File: src/rtl/wbs_pkg.sv
package wbs_pkg;

   typedef enum logic [2:0] {
      ST_IDLE       = 3'd0,
      ST_FILL       = 3'd1,
      ST_REQ        = 3'd2,
      ST_ABORT_REQ  = 3'd3,
      ST_WAIT_EMPTY = 3'd4,
      ST_GUARD      = 3'd5
   } seq_state_e;

endpackage

File: src/rtl/wbs_level_ctr.sv
module wbs_level_ctr #(
   parameter int CAP   = 256,
   parameter int LVL_W = $clog2(CAP + 1)
) (
   input  logic             clk,
   input  logic             rst_n,
   input  logic             inc,
   input  logic             dec,
   output logic [LVL_W-1:0] level,
   output logic             room
);

   logic [LVL_W-1:0] level_q;

   always_ff @(posedge clk) begin
      if (!rst_n) begin
         level_q <= '0;
      end else begin
         case ({inc, dec})
            2'b10:   level_q <= level_q + LVL_W'(1);
            2'b01:   level_q <= level_q - LVL_W'(1);
            default: level_q <= level_q;
         endcase
      end
   end

   assign level = level_q;
   assign room  = (level_q < LVL_W'(CAP));

endmodule

File: src/rtl/wbs_guard_timer.sv
module wbs_guard_timer #(
   parameter int GUARD_CYCLES = 32,
   parameter int CNT_W        = $clog2(GUARD_CYCLES + 1)
) (
   input  logic clk,
   input  logic rst_n,
   input  logic load,
   input  logic run,
   output logic last
);

   logic [CNT_W-1:0] cnt_q;

   always_ff @(posedge clk) begin
      if (!rst_n) begin
         cnt_q <= '0;
      end else if (load) begin
         cnt_q <= CNT_W'(GUARD_CYCLES);
      end else if (run && cnt_q != '0) begin
         cnt_q <= cnt_q - CNT_W'(1);
      end
   end

   assign last = run && (cnt_q == CNT_W'(1));

endmodule

File: src/rtl/wbs_fsm.sv
module wbs_fsm
   import wbs_pkg::*;
#(
   parameter int                BURST_LEN    = 64,
   parameter int                ADDR_W       = 32,
   parameter logic [ADDR_W-1:0] SCRATCH_ADDR = '1,
   parameter int                FILL_W       = $clog2(BURST_LEN + 1)
) (
   input  logic              clk,
   input  logic              rst_n,
   input  logic              push,
   input  logic [ADDR_W-1:0] dest_addr,
   input  logic              abort_req,
   input  logic              mc_ack,
   input  logic              wf_empty,
   input  logic              guard_last,
   output seq_state_e        state,
   output logic              open_in,
   output logic              guard_load,
   output logic              guard_run,
   output logic              mc_req,
   output logic [ADDR_W-1:0] mc_addr
);

   seq_state_e        st_q, st_d;
   logic [FILL_W-1:0] fill_q, fill_d;
   logic [ADDR_W-1:0] addr_q, addr_d;

   always_comb begin
      st_d       = st_q;
      fill_d     = fill_q;
      addr_d     = addr_q;
      guard_load = 1'b0;
      case (st_q)
         ST_IDLE: begin
            if (push) begin
               addr_d = dest_addr;
               fill_d = FILL_W'(1);
               st_d   = ST_FILL;
            end
         end
         ST_FILL: begin
            if (abort_req) begin
               fill_d = '0;
               st_d   = ST_ABORT_REQ;
            end else if (push) begin
               fill_d = fill_q + FILL_W'(1);
               if (fill_q == FILL_W'(BURST_LEN - 1)) begin
                  st_d = ST_REQ;
               end
            end
         end
         ST_REQ: begin
            if (mc_ack) begin
               fill_d = '0;
               st_d   = ST_IDLE;
            end
         end
         ST_ABORT_REQ: begin
            if (mc_ack) begin
               st_d = ST_WAIT_EMPTY;
            end
         end
         ST_WAIT_EMPTY: begin
            if (wf_empty) begin
               guard_load = 1'b1;
               st_d       = ST_GUARD;
            end
         end
         ST_GUARD: begin
            if (guard_last) begin
               st_d = ST_IDLE;
            end
         end
         default: st_d = ST_IDLE;
      endcase
   end

   always_ff @(posedge clk) begin
      if (!rst_n) begin
         st_q   <= ST_IDLE;
         fill_q <= '0;
         addr_q <= '0;
      end else begin
         st_q   <= st_d;
         fill_q <= fill_d;
         addr_q <= addr_d;
      end
   end

   assign state     = st_q;
   assign open_in   = (st_q == ST_IDLE) || (st_q == ST_FILL);
   assign guard_run = (st_q == ST_GUARD);
   assign mc_req    = (st_q == ST_REQ) || (st_q == ST_ABORT_REQ);
   assign mc_addr   = (st_q == ST_ABORT_REQ) ? SCRATCH_ADDR : addr_q;

endmodule

File: src/rtl/wbs_burst_seq.sv
module wbs_burst_seq
   import wbs_pkg::*;
#(
   parameter int                DATA_W       = 32,
   parameter int                ADDR_W       = 32,
   parameter int                BURST_LEN    = 64,
   parameter int                FIFO_BYTES   = 1024,
   parameter int                GUARD_CYCLES = 32,
   parameter logic [ADDR_W-1:0] SCRATCH_ADDR = ADDR_W'('hFFFF_0000)
) (
   input  logic              clk,
   input  logic              rst_n,
   input  logic              in_valid,
   input  logic [DATA_W-1:0] in_data,
   input  logic [ADDR_W-1:0] in_addr,
   output logic              in_ready,
   input  logic              abort_req,
   output logic              wf_wr_en,
   output logic [DATA_W-1:0] wf_data,
   input  logic              wf_pop,
   input  logic              wf_empty,
   output logic              mc_req,
   output logic [ADDR_W-1:0] mc_addr,
   input  logic              mc_ack
);

   localparam int WORD_BYTES = DATA_W / 8;
   localparam int FIFO_WORDS = FIFO_BYTES / WORD_BYTES;
   localparam int LVL_W      = $clog2(FIFO_WORDS + 1);
   localparam int FILL_W     = $clog2(BURST_LEN + 1);
   localparam int GUARD_W    = $clog2(GUARD_CYCLES + 1);

   generate
      if (DATA_W % 8 != 0) begin : g_bad_width
         $error("DATA_W must be a whole number of bytes");
      end
      if (BURST_LEN < 2) begin : g_bad_burst
         $error("BURST_LEN must be at least 2");
      end
      if (FIFO_WORDS < BURST_LEN) begin : g_bad_fifo
         $error("FIFO must hold at least one burst");
      end
      if (GUARD_CYCLES < 1) begin : g_bad_guard
         $error("GUARD_CYCLES must be at least 1");
      end
   endgenerate

   seq_state_e       state;
   logic             open_in;
   logic             room;
   logic [LVL_W-1:0] level;
   logic             guard_load;
   logic             guard_run;
   logic             guard_last;
   logic             push;

   assign in_ready = open_in && room;
   assign push     = in_valid && in_ready;
   assign wf_wr_en = push;
   assign wf_data  = in_data;

   wbs_level_ctr #(
      .CAP   (FIFO_WORDS),
      .LVL_W (LVL_W)
   ) u_level (
      .clk   (clk),
      .rst_n (rst_n),
      .inc   (push),
      .dec   (wf_pop),
      .level (level),
      .room  (room)
   );

   wbs_guard_timer #(
      .GUARD_CYCLES (GUARD_CYCLES),
      .CNT_W        (GUARD_W)
   ) u_guard (
      .clk   (clk),
      .rst_n (rst_n),
      .load  (guard_load),
      .run   (guard_run),
      .last  (guard_last)
   );

   wbs_fsm #(
      .BURST_LEN    (BURST_LEN),
      .ADDR_W       (ADDR_W),
      .SCRATCH_ADDR (SCRATCH_ADDR),
      .FILL_W       (FILL_W)
   ) u_fsm (
      .clk        (clk),
      .rst_n      (rst_n),
      .push       (push),
      .dest_addr  (in_addr),
      .abort_req  (abort_req),
      .mc_ack     (mc_ack),
      .wf_empty   (wf_empty),
      .guard_last (guard_last),
      .state      (state),
      .open_in    (open_in),
      .guard_load (guard_load),
      .guard_run  (guard_run),
      .mc_req     (mc_req),
      .mc_addr    (mc_addr)
   );

endmodule

File: config.mk
export PLATFORM = sky130hd
export DESIGN_NAME = wbs_burst_seq
export DESIGN_NICKNAME = d
export VERILOG_FILES = /design/src/rtl/wbs_pkg.sv /design/src/rtl/wbs_level_ctr.sv /design/src/rtl/wbs_guard_timer.sv /design/src/rtl/wbs_fsm.sv /design/src/rtl/wbs_burst_seq.sv
export SDC_FILE = /design/constraint.sdc
export NUM_CORES = 1
export LEC_CHECK = 0
export BUFFER_PORTS_ARGS = -buffer_cell sky130_fd_sc_hd__buf_2
export CAP_MARGIN = 10
export CORE_MARGIN = 8
export CORE_UTILIZATION = 48
export CTS_CLUSTER_DIAMETER = 30
export CTS_CLUSTER_SIZE = 12
export DETAILED_ROUTE_END_ITERATION = 8
export PLACE_DENSITY = 0.78
export SLEW_MARGIN = 20
export SYNTH_ARGS = -nofsm -noshare
export SYNTH_HDL_FRONTEND = slang
export SYNTH_SLANG_ARGS = --single-unit
File: constraint.sdc
create_clock -name clk -period 3.3 [get_ports clk]
set_input_delay 0 -clock clk [delete_from_list [all_inputs] [get_ports clk]]
set_output_delay 0 -clock clk [all_outputs]
set_load 0.02 [all_outputs]
; Word level (Yosys, flattened, before mapping)
; Cells that the tools add are included.
[word_totals]
register_bits = 57
[op_classes]
bitwise_logic = 1
mux = 20
addsub = 4
order_cmp = 1
n_eq_ne = 16
n_reduce_logical = 15
[op_table]
columns = operator, n
row1 = 2-to-1 mux 32 bit, 1
row2 = 2-to-1 mux 7 bit, 4
row3 = 2-to-1 mux 3 bit, 8
row4 = case mux 7 bit (3 select lines), 1
row5 = case mux 3 bit (6 select lines), 1
row6 = case mux 9 bit (2 select lines), 1
row7 = 2-to-1 mux 6 bit, 2
row8 = "inequality test 2 bit, second input constant", 5
row9 = "adder 9 x 1 -> 9 bit, second input constant", 1
row10 = "less-than comparator 9 bit, second input constant", 1
row11 = "subtractor 9 x 1 -> 9 bit, second input constant", 1
row12 = "adder 7 x 1 -> 7 bit, second input constant", 1
row13 = "equality test 7 x 6 -> 1 bit, second input constant", 1
row14 = AND reduction 7 bit, 1
row15 = "equality test 3 x 2 -> 1 bit, second input constant", 2
row16 = "equality test 3 bit, second input constant", 2
row17 = "equality test 6 x 1 -> 1 bit, second input constant", 1
row18 = nonzero test 6 bit, 1
row19 = "subtractor 6 x 1 -> 6 bit, second input constant", 1
row20 = logical AND 1 bit, 4
row21 = AND reduction 4 bit, 1
row22 = nonzero test 2 bit, 2
row23 = "equality test 3 x 1 -> 1 bit, second input constant", 1
row24 = zero test 3 bit, 1
row25 = other kinds (10), 12

; Longest topological paths before layout
[logic_depth]
ltp_word = 7
mapped_depth = 13
ltp_nobuf = 10

; Modules after synthesis
; From an unflattened synthesis, not the netlist that was laid out.
[hier_totals]
cells_unflattened = 438
area_unflattened_um2 = 3482.1
[modules_own_cells]
columns = mod, cells_each, n_inst, seq_area_each_um2, area_each_um2
row1 = wbs_fsm, 253, 1, 840.8, 1990.7
row2 = wbs_level_ctr, 110, 1, 180.2, 874.6
row3 = wbs_guard_timer, 41, 1, 120.1, 364.1
row4 = wbs_burst_seq, 34, 1, 0.0, 252.7

; Worst setup path before layout
; No wires, ideal clock.
[synth_path]
path_kind = register to register
from = reg u_fsm.st_q[1], in the netlist u_fsm.state[1]
to = reg u_level.level_q[8], in the netlist u_level.level[8]
path_stages_with_launch = 14
slack_ns = 0.278
arrival_ns = 2.951
cell_sequence = dfxtp_1 > clkbuf_1 > nor2_1 > nand2_1 > ha_1 > buf_2 > clkbuf_1 > xor2_1 > ha_1 > o22ai_1 > nor4_4 > or4b_1 > a31oi_1 > mux2i_1
[synth_between]
elab_chain_len = 6
word_cells_on_any_way = 9
cone_classes = eq/ne (3) / mux (1) / reduce/logical (5)
[synth_lines]
columns = item, line
row1 = from (decl), wbs_fsm.sv:25  ; seq_state_e st_q, st_d;
row2 = from (signal assigned), wbs_fsm.sv:85  ; st_q <= st_d;
row3 = equality test 3 x 1 -> 1 bit or zero test 3 bit (tied branches), wbs_fsm.sv:92  ; assign open_in = (st_q == ST_IDLE) || (st_q == ST_FILL);
row4 = logical OR 1 bit (*), wbs_fsm.sv:92
row5 = logical AND 1 bit (*), wbs_burst_seq.sv:57  ; assign in_ready = open_in && room;
row6 = logical AND 1 bit (*), wbs_burst_seq.sv:58  ; assign push = in_valid && in_ready;
row7 = equality test 2 x 1 -> 1 bit or equality test 2 bit (tied branches), wbs_level_ctr.sv:19  ; case ({inc, dec})
row8 = case mux 9 bit (2 select lines) or nonzero test 2 bit (tied branches), -
row9 = to (signal assigned), wbs_level_ctr.sv:20  ; 2'b10: level_q <= level_q + LVL_W'(1);
row10 = to (signal assigned), wbs_level_ctr.sv:21  ; 2'b01: level_q <= level_q - LVL_W'(1);
row11 = to (signal assigned), wbs_level_ctr.sv:22  ; default: level_q <= level_q;
row12 = to (decl), wbs_level_ctr.sv:13  ; logic [LVL_W-1:0] level_q;
; Every way passes the cells marked *; elsewhere a longest branch is shown, timed or not.
; A chain may end at the register's enable or synchronous reset.

; Worst setup path in the final report
; Same ends and word-level chain as after synthesis.

==> out/results.ini <==
[critical_path]
cp-end-kind=register
crit_fanout=10
startpoint=u_fsm.state[1]$_SDFFE_PN0P_
critPathMaxStageDelay_ps=500
regToRegSetupSlack_ps=490
path_class=reg2reg
r2r-end=u_level.level[8]$_SDFFE_PN0P_
timing.critical_path.mode_cell=ha_1
cp-start-kind=register
timing.critical_path.buf_inv=0
crit_path_top_delay_cell=or4b_1
cp_cell_sequence=nor2_1 > nand2_1 > ha_1 > xor2_1 > ha_1 > o22ai_1 > nor4_4 > or4b_1 > a31oi_1 > mux2i_1
worstPathArrival_ps=3070
timing.rr.start=u_fsm.state[1]$_SDFFE_PN0P_
crit_required_ps=3560
crit_family=simple AND/OR/NAND/NOR gates
worst_r2r_path_depth=10

[drt]
vias=3034
routedWlPerCell_um=14.4
ant_nets=0
drt_iter0_markers=141
drc=0
wirelength_mm=8.18
firstDrtPassIters=4
viasPerCell=5.34

[layout]
regArea_um2=1140
utilization_pct=59.1
diodes=0
final_cell_count_no_fill=568
multi_input_area_um2=1720
num-nets-final=560
fillers=580
area_growth_pct=20.8
drive_gt1_share_pct=20.3

[global_route]
antenna_found_initial=0
grt_start_max_net_pins=33
grt_overflow_total=0
track_usage_pct=17.1
grt_pass1_wl_mm=13.8
grt_pass1_vias=2951

[yosys]
synthFlopType=dfxtp_1
synth.distinct_cells=52
yosysWarnings=0
yosysTopAreaCell=dfxtp_1
ys_top_cells_by_area=dfxtp_1 35%, nand2_1 9.4%, buf_4 7.4%, a21oi_1 7.0%, nand2b_1 4.6%
synth_fp_nets=501
netlist.area_leader.share_pct=34.9
ys_seq_elements=57
synth-edff-count=0
synth_most_common_cell=nand2_1
synthCells=424
syn_area_um2=3270
ys_seq_area_share_pct=34.9
synth_common_cells=82 x nand2_1, 57 x dfxtp_1, 46 x a21oi_1
async_flop_share_pct=0
avgSynthCellArea_um2=7.70

[power_and_ir_drop]
irDropWorstVdd_mv=0.422
netSwitchingFraction_pct=37.7
clkPwrFrac_pct=26.4
combPwrFrac_pct=38.2
pwr-share-seq_pct=35.4
power_density_nw_per_um2=706
switching_power_uw=1050
internal_power_uw=1730
power.leakage_uw=0.00172

[floorplanning]
start_util_pct=48.9
core_area_um2=6680
io_pins=138
num_rows=30
dieArea_um2=9700
die_h_um=98.5
die_w_um=98.5

[clock_tree]
cts_resized=0
cts.sinks=57
worstSkewPairLatency_ps=330
cts_buffer_depth=2
htreeDepth=3
clock-root-buffer=clkbuf_8
cts_tree=done
numCtsBuffers=9
clk_transition_reported_paths_ps=60

[sta]
post-route-min-period_ps=2810
hold_viol_final=0
final_max_slew_viol_count=0
maxSlewHeadroom_pct=37.7
grt_setup_unrepaired=false
tightestPinTransition_ps=932
clock_skew_ps=6.15
clock.fmax_mhz=356
min_period_over_period_pct=85.1
setup_viol=0
setup_tns_ps=0
fin_ws_ps=491
whs_ps=0.00774

[job]
max_cap_viol_count=0

[placed_design]
pre_cts_ws_ps=544
port_buffers=73
dp_hpwl_mm=5.35
place_inst=518
place.gp.congestion=0.829

[min_path]
hold_path_depth=0
hold_start=in_data[1]
holdPathEnd=wf_data[1]
holdCritPathClass=in2out

[outcome]
status=completed

[registers in the layout (all words and copies together), names as in the netlist]
| name | count |
|---|---|
| u_fsm.addr_q | 32 |
| u_level.level | 9 |
| u_fsm.fill_q | 7 |
| u_guard.cnt_q | 6 |
| u_fsm.state | 3 |
[layer usage]
layer / vias to the layer above / GRT usage [%] / routed length (um)
li1: 1517 / - / -
met1: 1405 / 17.8 / 3290
met2: 86 / 29.7 / 4140
met3: 26 / 6.62 / 548
met4: 0 / 8.03 / 204
met5: - / 0 / 0
[power by group through the flow]
stage / combinational (uW) / sequential, uW / clock, uW
final: 1060 / 985 / 735
after global routing: 1180 / 1010 / 781
after CTS: 1060 / 980 / 755
after detailed placement: 1030 / 995 / 0
after global placement: 1010 / 983 / 0
after floorplan: 956 / 887 / 0
[layout make-up]
| cell class | instances | area share, % |
|---|---|---|
| clock buffer | 14 | 4.12 |
| clock inverter | 2 | 1.52 |
| inverter | 8 | 0.761 |
| multi-input combinational | 297 | 43.7 |
| sequential | 57 | 28.9 |
| tap | 80 | 2.54 |
| timing repair buffer | 110 | 18.5 |
[placed cells by master, fill, tap and decap left out, drive strengths merged, types with 6 or more instances in the layout]
cell	netlist	layout
o21ai	8	8
ha	6	6
nand2b	24	24
clkbuf	23	14
nand3	8	8
dlygate4sd3	0	34
xor2	6	6
and2	16	16
a21oi	46	46
nand2	82	82
buf	39	76
nor2	20	20
inv	8	8
dfxtp	57	57
nor3	6	6
[cell families (layout without fill, tap and decap cells)]
logic type,Yosys count,count (layout),share of synthesized area [%]
AOI/OAI and AO/OA,81,81,14.7
xor gates and xnor gates,9,9,2.41
muxes,5,5,1.53
and+or+nand+nor,196,196,31.8
adders and majority gates,6,6,2.30
DFF,57,57,34.9
buffers and inverters,70,134,12.3
[through the flow]
| step | area [um2] | power [uW] |
|---|---|---|
| after global placement | 3380 | 1990 |
| after global routing | 3950 | 2980 |
| after floorplan | 3270 | 1840 |
| after CTS | 3950 | 2800 |
| after detailed placement | 3380 | 2020 |
| final | 3950 | 2780 |
[worst max path at each step]
stage                               endpoint  cells after the start  slack [ps]
2_1_floorplan  u_level.level[8]$_SDFFE_PN0P_                     13         280
3_3_place_gp   u_level.level[8]$_SDFFE_PN0P_                     10         630
3_5_place_dp   u_level.level[8]$_SDFFE_PN0P_                     10         540
4_1_cts        u_level.level[8]$_SDFFE_PN0P_                     10         520
5_1_grt        u_level.level[8]$_SDFFE_PN0P_                     10         260
6_report       u_level.level[8]$_SDFFE_PN0P_                     10         490
[repair_timing]
action,in CTS,in global routing
hold endpoints to repair,34,0
buffers inserted,0,0
hold buffers,34,0
Power figures use the tool's default switching activity.
